$ cat src/rtl/boundary_event_arbiter.sv
module boundary_event_arbiter #(
  parameter int TRAP_W   = 32,
  parameter int TASK_BIT = 15,
  parameter int STEP_BIT = 14
) (
  input  logic              clk,
  input  logic              rst_n,
  input  logic              eval_i,
  input  logic              halt_i,
  input  logic              wake_rst_i,
  input  logic [TRAP_W-1:0] trap_set_i,
  input  logic              tf_i,
  input  logic              rf_i,
  input  logic              if_i,
  input  logic              intr_i,
  input  logic              hold_req_i,
  input  logic              inh_int_set_i,
  input  logic              inh_dbg_set_i,
  output logic [2:0]        act_o,
  output logic              done_o,
  output logic              ext_o,
  output logic              rf_clr_o,
  output logic [TRAP_W-1:0] dbg_status_o,
  output logic [TRAP_W-1:0] trap_sched_o,
  output logic              pending_o
);
  localparam logic [2:0] ACT_CONT = 3'd0;
  localparam logic [2:0] ACT_WAKE = 3'd1;
  localparam logic [2:0] ACT_DBG  = 3'd2;
  localparam logic [2:0] ACT_INT  = 3'd3;
  localparam logic [2:0] ACT_HOLD = 3'd4;
  localparam logic [TRAP_W-1:0] STEP_MASK = TRAP_W'(1) << STEP_BIT;

  logic [TRAP_W-1:0] trap_q, status_q, trap_nx;
  logic [1:0]        inh_q;
  logic              waiting_q, done_q, ext_q, rf_clr_q, pend_q;
  logic [2:0]        act_q, act_n;

  wire wake_ok = (intr_i && if_i) || wake_rst_i;
  wire in_halt = waiting_q || (eval_i && halt_i);
  wire normal  = eval_i && !halt_i && !waiting_q;
  wire dbg_hit = trap_q[TASK_BIT] || ((|trap_q) && !inh_q[1]);
  wire int_hit = !inh_q[0] && intr_i && if_i;
  wire [1:0] inh_set = {inh_dbg_set_i, inh_int_set_i};

  always_comb begin
    if (dbg_hit)         act_n = ACT_DBG;
    else if (int_hit)    act_n = ACT_INT;
    else if (hold_req_i) act_n = ACT_HOLD;
    else                 act_n = ACT_CONT;
    if (dbg_hit) trap_nx = trap_set_i;
    else         trap_nx = trap_q | trap_set_i | (tf_i ? STEP_MASK : '0);
  end

  always_ff @(posedge clk or negedge rst_n) begin
    if (!rst_n) begin
      trap_q    <= '0;
      status_q  <= '0;
      inh_q     <= '0;
      waiting_q <= 1'b0;
      done_q    <= 1'b0;
      ext_q     <= 1'b0;
      rf_clr_q  <= 1'b0;
      pend_q    <= 1'b0;
      act_q     <= ACT_CONT;
    end else begin
      done_q   <= 1'b0;
      ext_q    <= 1'b0;
      rf_clr_q <= 1'b0;
      inh_q    <= inh_q | inh_set;
      trap_q   <= trap_q | trap_set_i;
      pend_q   <= pend_q | intr_i | hold_req_i | tf_i | (|trap_set_i);
      if (in_halt) begin
        if (wake_ok) begin
          waiting_q <= 1'b0;
          done_q    <= 1'b0 | 1'b1;
          act_q     <= ACT_WAKE;
          trap_q    <= trap_set_i;
          inh_q     <= inh_set;
          pend_q    <= intr_i | hold_req_i | tf_i | (|trap_set_i);
        end else begin
          waiting_q <= 1'b1;
        end
      end else if (normal) begin
        done_q   <= 1'b1;
        act_q    <= act_n;
        ext_q    <= (act_n == ACT_INT);
        rf_clr_q <= rf_i && !dbg_hit;
        inh_q    <= inh_set;
        trap_q   <= trap_nx;
        if (dbg_hit) status_q <= status_q | trap_q;
        pend_q   <= intr_i | hold_req_i | tf_i | (|trap_nx);
      end
    end
  end

  assign act_o        = act_q;
  assign done_o       = done_q;
  assign ext_o        = ext_q;
  assign rf_clr_o     = rf_clr_q;
  assign dbg_status_o = status_q;
  assign trap_sched_o = trap_q;
  assign pending_o    = pend_q;

  a_r1_halt_idle: assert property (@(posedge clk) disable iff (!rst_n)
    (waiting_q && !wake_ok) |=> !done_o);
  a_r1_wake_clears: assert property (@(posedge clk) disable iff (!rst_n)
    (in_halt && wake_ok && trap_set_i == '0) |=> (done_o && act_o == ACT_WAKE && trap_sched_o == '0));
  a_r2_task_first: assert property (@(posedge clk) disable iff (!rst_n)
    (normal && trap_q[TASK_BIT]) |=> (done_o && act_o == ACT_DBG));
  a_r3_dbg_inhibit: assert property (@(posedge clk) disable iff (!rst_n)
    (normal && !trap_q[TASK_BIT] && inh_q[1]) |=> (act_o != ACT_DBG));
  a_r4_int_gate: assert property (@(posedge clk) disable iff (!rst_n)
    (done_o && act_o == ACT_INT) |-> $past(intr_i && if_i && !inh_q[0]));
  a_r5_hold_gate: assert property (@(posedge clk) disable iff (!rst_n)
    (done_o && act_o == ACT_HOLD) |-> $past(hold_req_i));
  a_r8_inh_cleared: assert property (@(posedge clk) disable iff (!rst_n)
    (normal && !inh_int_set_i && !inh_dbg_set_i) |=> (inh_q == 2'b00));
  a_r10_one_action: assert property (@(posedge clk) disable iff (!rst_n)
    normal |=> (done_o && act_o <= ACT_HOLD));
endmodule

$ cat config.mk
export PLATFORM = sky130hd
export DESIGN_NAME = boundary_event_arbiter
export DESIGN_NICKNAME = d
export VERILOG_FILES = /design/src/rtl/boundary_event_arbiter.sv
export SDC_FILE = /design/constraint.sdc
export NUM_CORES = 1
export LEC_CHECK = 0
export BUFFER_PORTS_ARGS = -buffer_cell sky130_fd_sc_hd__buf_4
export CAP_MARGIN = 15
export CORE_ASPECT_RATIO = 1.4
export CORE_MARGIN = 3
export CORE_UTILIZATION = 35
export CTS_BUF_LIST = sky130_fd_sc_hd__clkbuf_8
export DETAILED_ROUTE_END_ITERATION = 6
export SLEW_MARGIN = 10
export SYNTH_ARGS = -nofsm -noshare
export SYNTH_HDL_FRONTEND = slang
export SYNTH_SLANG_ARGS = --single-unit
$ cat constraint.sdc
create_clock -name clk -period 1.7 [get_ports clk]
set_clock_uncertainty 0.1 [all_clocks]
set_input_delay 0.085 -clock clk [delete_from_list [all_inputs] [get_ports clk]]
set_output_delay 0.085 -clock clk [all_outputs]
set_load 0.01 [all_outputs]
# Word level (Yosys, flattened, before mapping)
# Cells that the tools add are included.
# totals
in_bits,44
output_inout_bits,71
regBits,74
wordCells,71
# op_classes
eq_ne,2
n_reduce_logical,22
bitwise_logic,13
n_mux,25
# op_table
op,n
2-to-1 mux 32 bit,4
OR reduction 32 bit,3
bitwise OR 32 bit,2
bitwise OR 32 x 15 -> 32 bit,1
2-to-1 mux 3 bit,6
2-to-1 mux 15 bit,1
2-to-1 mux 1 bit,11
logical AND 1 bit,8
bitwise OR 1 bit,8
2-to-1 mux 2 bit,3
logical NOT 1 bit,5
"equality test 3 x 2 -> 1 bit, second input constant",1
logical OR 1 bit,3
AND reduction 3 bit,1
"!= test 2 bit, second input constant",1
bitwise OR 2 bit,1
AND reduction 2 bit,1
nonzero test 2 bit,1
NOT 1 bit,1

# Logic depth before layout (Yosys ltp)
# logic_depth
depth_word,8
mapped_depth,6
mapped_depth_nobuf,4

# Least setup slack after synthesis
# OpenSTA, ideal clock, no wires.
# synth_path
path_type,reg-to-reg
startpoint,"reg trap_q[10], in the netlist trap_sched_o[10]"
endpoint,"reg status_q[27], in the netlist dbg_status_o[27]"
arrival_time_ns,1.578
path_buffers,1
setup_time_ns,0.129
slack_ns,-0.107
synth_period_minus_slack_ns,1.807
stages_incl_launch_ff,6
t_required_ns,1.471
path_cell_list,dfrtp_1 > nor4_1 > nand4_1 > o31ai_4 > buf_6 > o21ai_0
# synth_between
elab_chain_cells,4
# synth_lines
element,line,text
"start, declared",34,"logic [TRAP_W-1:0] trap_q, status_q, trap_nx;"
"start signal, assigned",71,trap_q <= trap_q | trap_set_i;
"start signal, assigned",78,trap_q <= trap_set_i;
"start signal, assigned",90,trap_q <= trap_nx;
OR reduction 32 bit,42,wire dbg_hit = trap_q[TASK_BIT] || ((|trap_q) && !inh_q[1]);
logical AND 1 bit,42,
logical OR 1 bit,42,
AND reduction 3 bit (no line),n/a,
"end signal, assigned",91,if (dbg_hit) status_q <= status_q | trap_q;
"end, declared",34,
# No other way between the ends.
# A chain may end at the register's enable or synchronous reset.

# Final worst setup path
# layout_path
startpoint,"reg trap_q[13], in the netlist trap_sched_o[13]"
endpoint,"reg rf_clr_q, in the netlist rf_clr_o"
# layout_between
elab_chain_cells,7
# layout_lines
element,line,text
OR reduction 32 bit,42,
logical AND 1 bit,42,
logical OR 1 bit,42,
logical NOT 1 bit,88,rf_clr_q <= rf_i && !dbg_hit;
logical AND 1 bit,88,
2-to-1 mux 1 bit,84,end else if (normal) begin
2-to-1 mux 1 bit,73,if (in_halt) begin
"end signal, assigned",88,
"end, declared",36,"logic waiting_q, done_q, ext_q, rf_clr_q, pend_q;"
# No other way between the ends.

==> impl_metrics.env <==
export IMPL_status="finished, violations left"
export IMPL_violations="setup timing"
export IMPL_dp_slack_ps=-223.0
export IMPL_synth_seq_cells=74
export IMPL_yosysTopAreaCell="dfrtp_1"
export IMPL_drc=0
export IMPL_start_kind="register"
export IMPL_worst_ep_arrival_time_ps=2050
export IMPL_hp_class="in2async"
export IMPL_antenna_cells=0
export IMPL_synthTopCellsByArea="dfrtp_1, a311o_1, and4b_1"
export IMPL_critPathCaptureType="register"
export IMPL_synth_net_count=357
export IMPL_cts_max_level=3
export IMPL_path_clk_slew_ps=80
export IMPL_slowest_stage="dfrtp_1"
export IMPL_firstDrtPassIters=4
export IMPL_antenna_found_initial=0
export IMPL_synth_main_ff_cell="dfrtp_1"
export IMPL_reg2reg_from="trap_sched_o[13]"
export IMPL_min_period_ps=1849
export IMPL_crit_fanout=7
export IMPL_final_util_pct=58.26
export IMPL_overflow=0
export IMPL_ios=115
export IMPL_ant_nets=0
export IMPL_syn_to_final_growth_pct=61.64
export IMPL_vias_per_cell=5.432
export IMPL_final_hold_viol_count=0
export IMPL_gp_congestion=0.8014
export IMPL_die_h_um=123.1
export IMPL_crit_buf_inv=3
export IMPL_leakagePower_nw=2.292
export IMPL_numPortBuffers=114
export IMPL_vdd_drop_max_mv=0.4238
export IMPL_clockRootBuffer="clkbuf_8"
export IMPL_synth_edf_count=0
export IMPL_tns_ps=-4169
export IMPL_dp_hpwl_um=7963
export IMPL_syn_area_mm2=0.003428
export IMPL_grt_pass1_vias=3595
export IMPL_dieWidth_um=89.65
export IMPL_ys_types=34
export IMPL_coreArea_mm2=0.009512
export IMPL_p_per_area_mw_per_mm2=789.6
export IMPL_cts_path_max_buffers=2
export IMPL_clk_latency_ps=360
export IMPL_routedWlPerCell_um=17.99
export IMPL_critical_path_cell_chain="nor4_2 > nand4_1 > buf_4 > o31ai_4 > buf_6 > buf_12 > and3_4"
export IMPL_synth_seq_area_share_pct=54.01
export IMPL_path_delay_family="simple AND/OR/NAND/NOR gates"
export IMPL_yosysWarnings=0
export IMPL_synth_common_cells="dfrtp_1, nand2_1, a31oi_1"
export IMPL_cts_sinks=74
export IMPL_setup_viol=36
export IMPL_wirelength_um=11620
export IMPL_async_reset_ff_share_pct=100.0
export IMPL_synth_most_common_cell="dfrtp_1"
export IMPL_critPathKind="reg2reg"
export IMPL_finalCritPeriodShare_pct=108.8
export IMPL_die_area_mm2=0.01104
export IMPL_holdWs_ps=91.47
export IMPL_synth_top_area_share_pct=54.01
export IMPL_grt_usage_pct=21.42
export IMPL_cts_buffers=9
export IMPL_netlist_instances=313
export IMPL_vias=3509
export IMPL_cap_viol_max_count=0
export IMPL_cts_tree="yes"
export IMPL_rows=42
export IMPL_required_ps=1900
export IMPL_worstMarginPinSlew_ps=415.2
export IMPL_initial_core_util_pct=36.04
export IMPL_fmax_ghz=0.5407
export IMPL_design_area_mm2=0.005542
export IMPL_n_fill_cell=814
export IMPL_finalWorstSetupSlack_ps=-149.3
export IMPL_grt_max_degree=46
export IMPL_slew_viol_final=0
export IMPL_relSlewSlack_pct=71.97
export IMPL_finalNetCount=553
export IMPL_crit_start="trap_sched_o[13]"
export IMPL_slowest_delay_ps=390
export IMPL_synth_avg_cell_area_um2=10.95
export IMPL_rsz0062_at_grt="yes"
export IMPL_placed_cell_area_mm2=0.004738
export IMPL_grt_pass1_wl_um=18070
export IMPL_drt_iter0_markers=202
export IMPL_drive_above_1_share_pct=40.66
## worst reg2reg max path, stage by stage, from the launching register on
cell,delay (ps)
dfrtp_1,390
nor4_2,310
nand4_1,120
buf_4,180
o31ai_4,240
buf_6,170
buf_12,120
and3_4,160
## cells in the final DEF, fill, tap and decap left out, drive strengths merged, types with 2 or more instances in the layout
master	netlist	routed
nor4	15	15
nor2	2	2
clkinv	0	2
nand4	2	2
o21ai	31	31
o31ai	2	2
a21oi	4	4
clkbuf	17	13
dlygate4sd3	0	44
buf	13	170
inv	4	6
dfrtp	74	74
a31oi	31	31
a311o	30	30
nor3	3	3
a21o	6	6
and4b	30	30
nand2	36	36
## area by class of cell
class | instances | area [um2] | area share (%)
sequential | 74 | 1853 | 33.44
timing repair buffer | 215 | 1810 | 32.67
multi-input combinational | 205 | 1515 | 27.34
clock buffer | 12 | 165.2 | 2.980
tap | 132 | 165.2 | 2.980
clock inverter | 4 | 17.52 | 0.3161
inverter | 4 | 15.01 | 0.2709
## per-layer routing
layer | global-route usage, % | share of wire (%) | vias to the layer above
li1 | - | - | 1633
met1 | 25.73 | 40 | 1764
met2 | 36.72 | 54 | 91
met3 | 3.133 | 3.6 | 21
met4 | 10.43 | 2.5 | 0
met5 | 0 | 0 | -
## worst paths after layout
check                      depth (start not counted)  slack, ps                to
min in group clk                                   4        100          act_o[0]
hold / removal                                     2         90  dbg_status_o[12]
setup reg to reg                                   7       -150          rf_clr_o
setup / recovery                                   7       -150          rf_clr_o
max in group asynchronous                          3        810  dbg_status_o[15]
hold reg to reg                                    1        360  dbg_status_o[15]
## through the flow
step | total power [mW] | instances
global placement | 2.951 | 581
floorplan | 2.385 | 313
CTS | 4.336 | 640
detailed placement | 2.971 | 581
global route | 4.580 | 646
finish | 4.376 | 646
## cells by family (layout without fill, tap and decap cells)
kind of cell	after synthesis	after routing	share of synthesized area, %
simple gates	94	94	17.74
buf+inv	34	235	4.671
flops	74	74	54.01
compound gates	111	111	23.58
## registers in the layout, indices dropped and copies added, names as in the netlist
signal and cells:
act_o 3, trap_sched_o 32, waiting_q 1, pending_o 1, inh_q 2, rf_clr_o 1
ext_o 1, dbg_status_o 32, done_o 1
## where the power goes
group          internal (mW)  switching (mW)  leakage (nW)
sequential              1.86          0.0804         0.726
combinational          0.596           0.554          1.46
clock                  0.635           0.648         0.105
total                   3.09            1.28          2.29
## timing repair
action                                 4_1_cts  5_1_grt
buffers inserted                             1        2
resized for setup                           13       36
gates cloned                                 0        2
setup endpoints to repair                   59       41
hold buffers                                42        2
pin swaps                                    1       15
endpoints found under the hold margin      114        1
No activity file was read; power rests on OpenSTA's default activity.
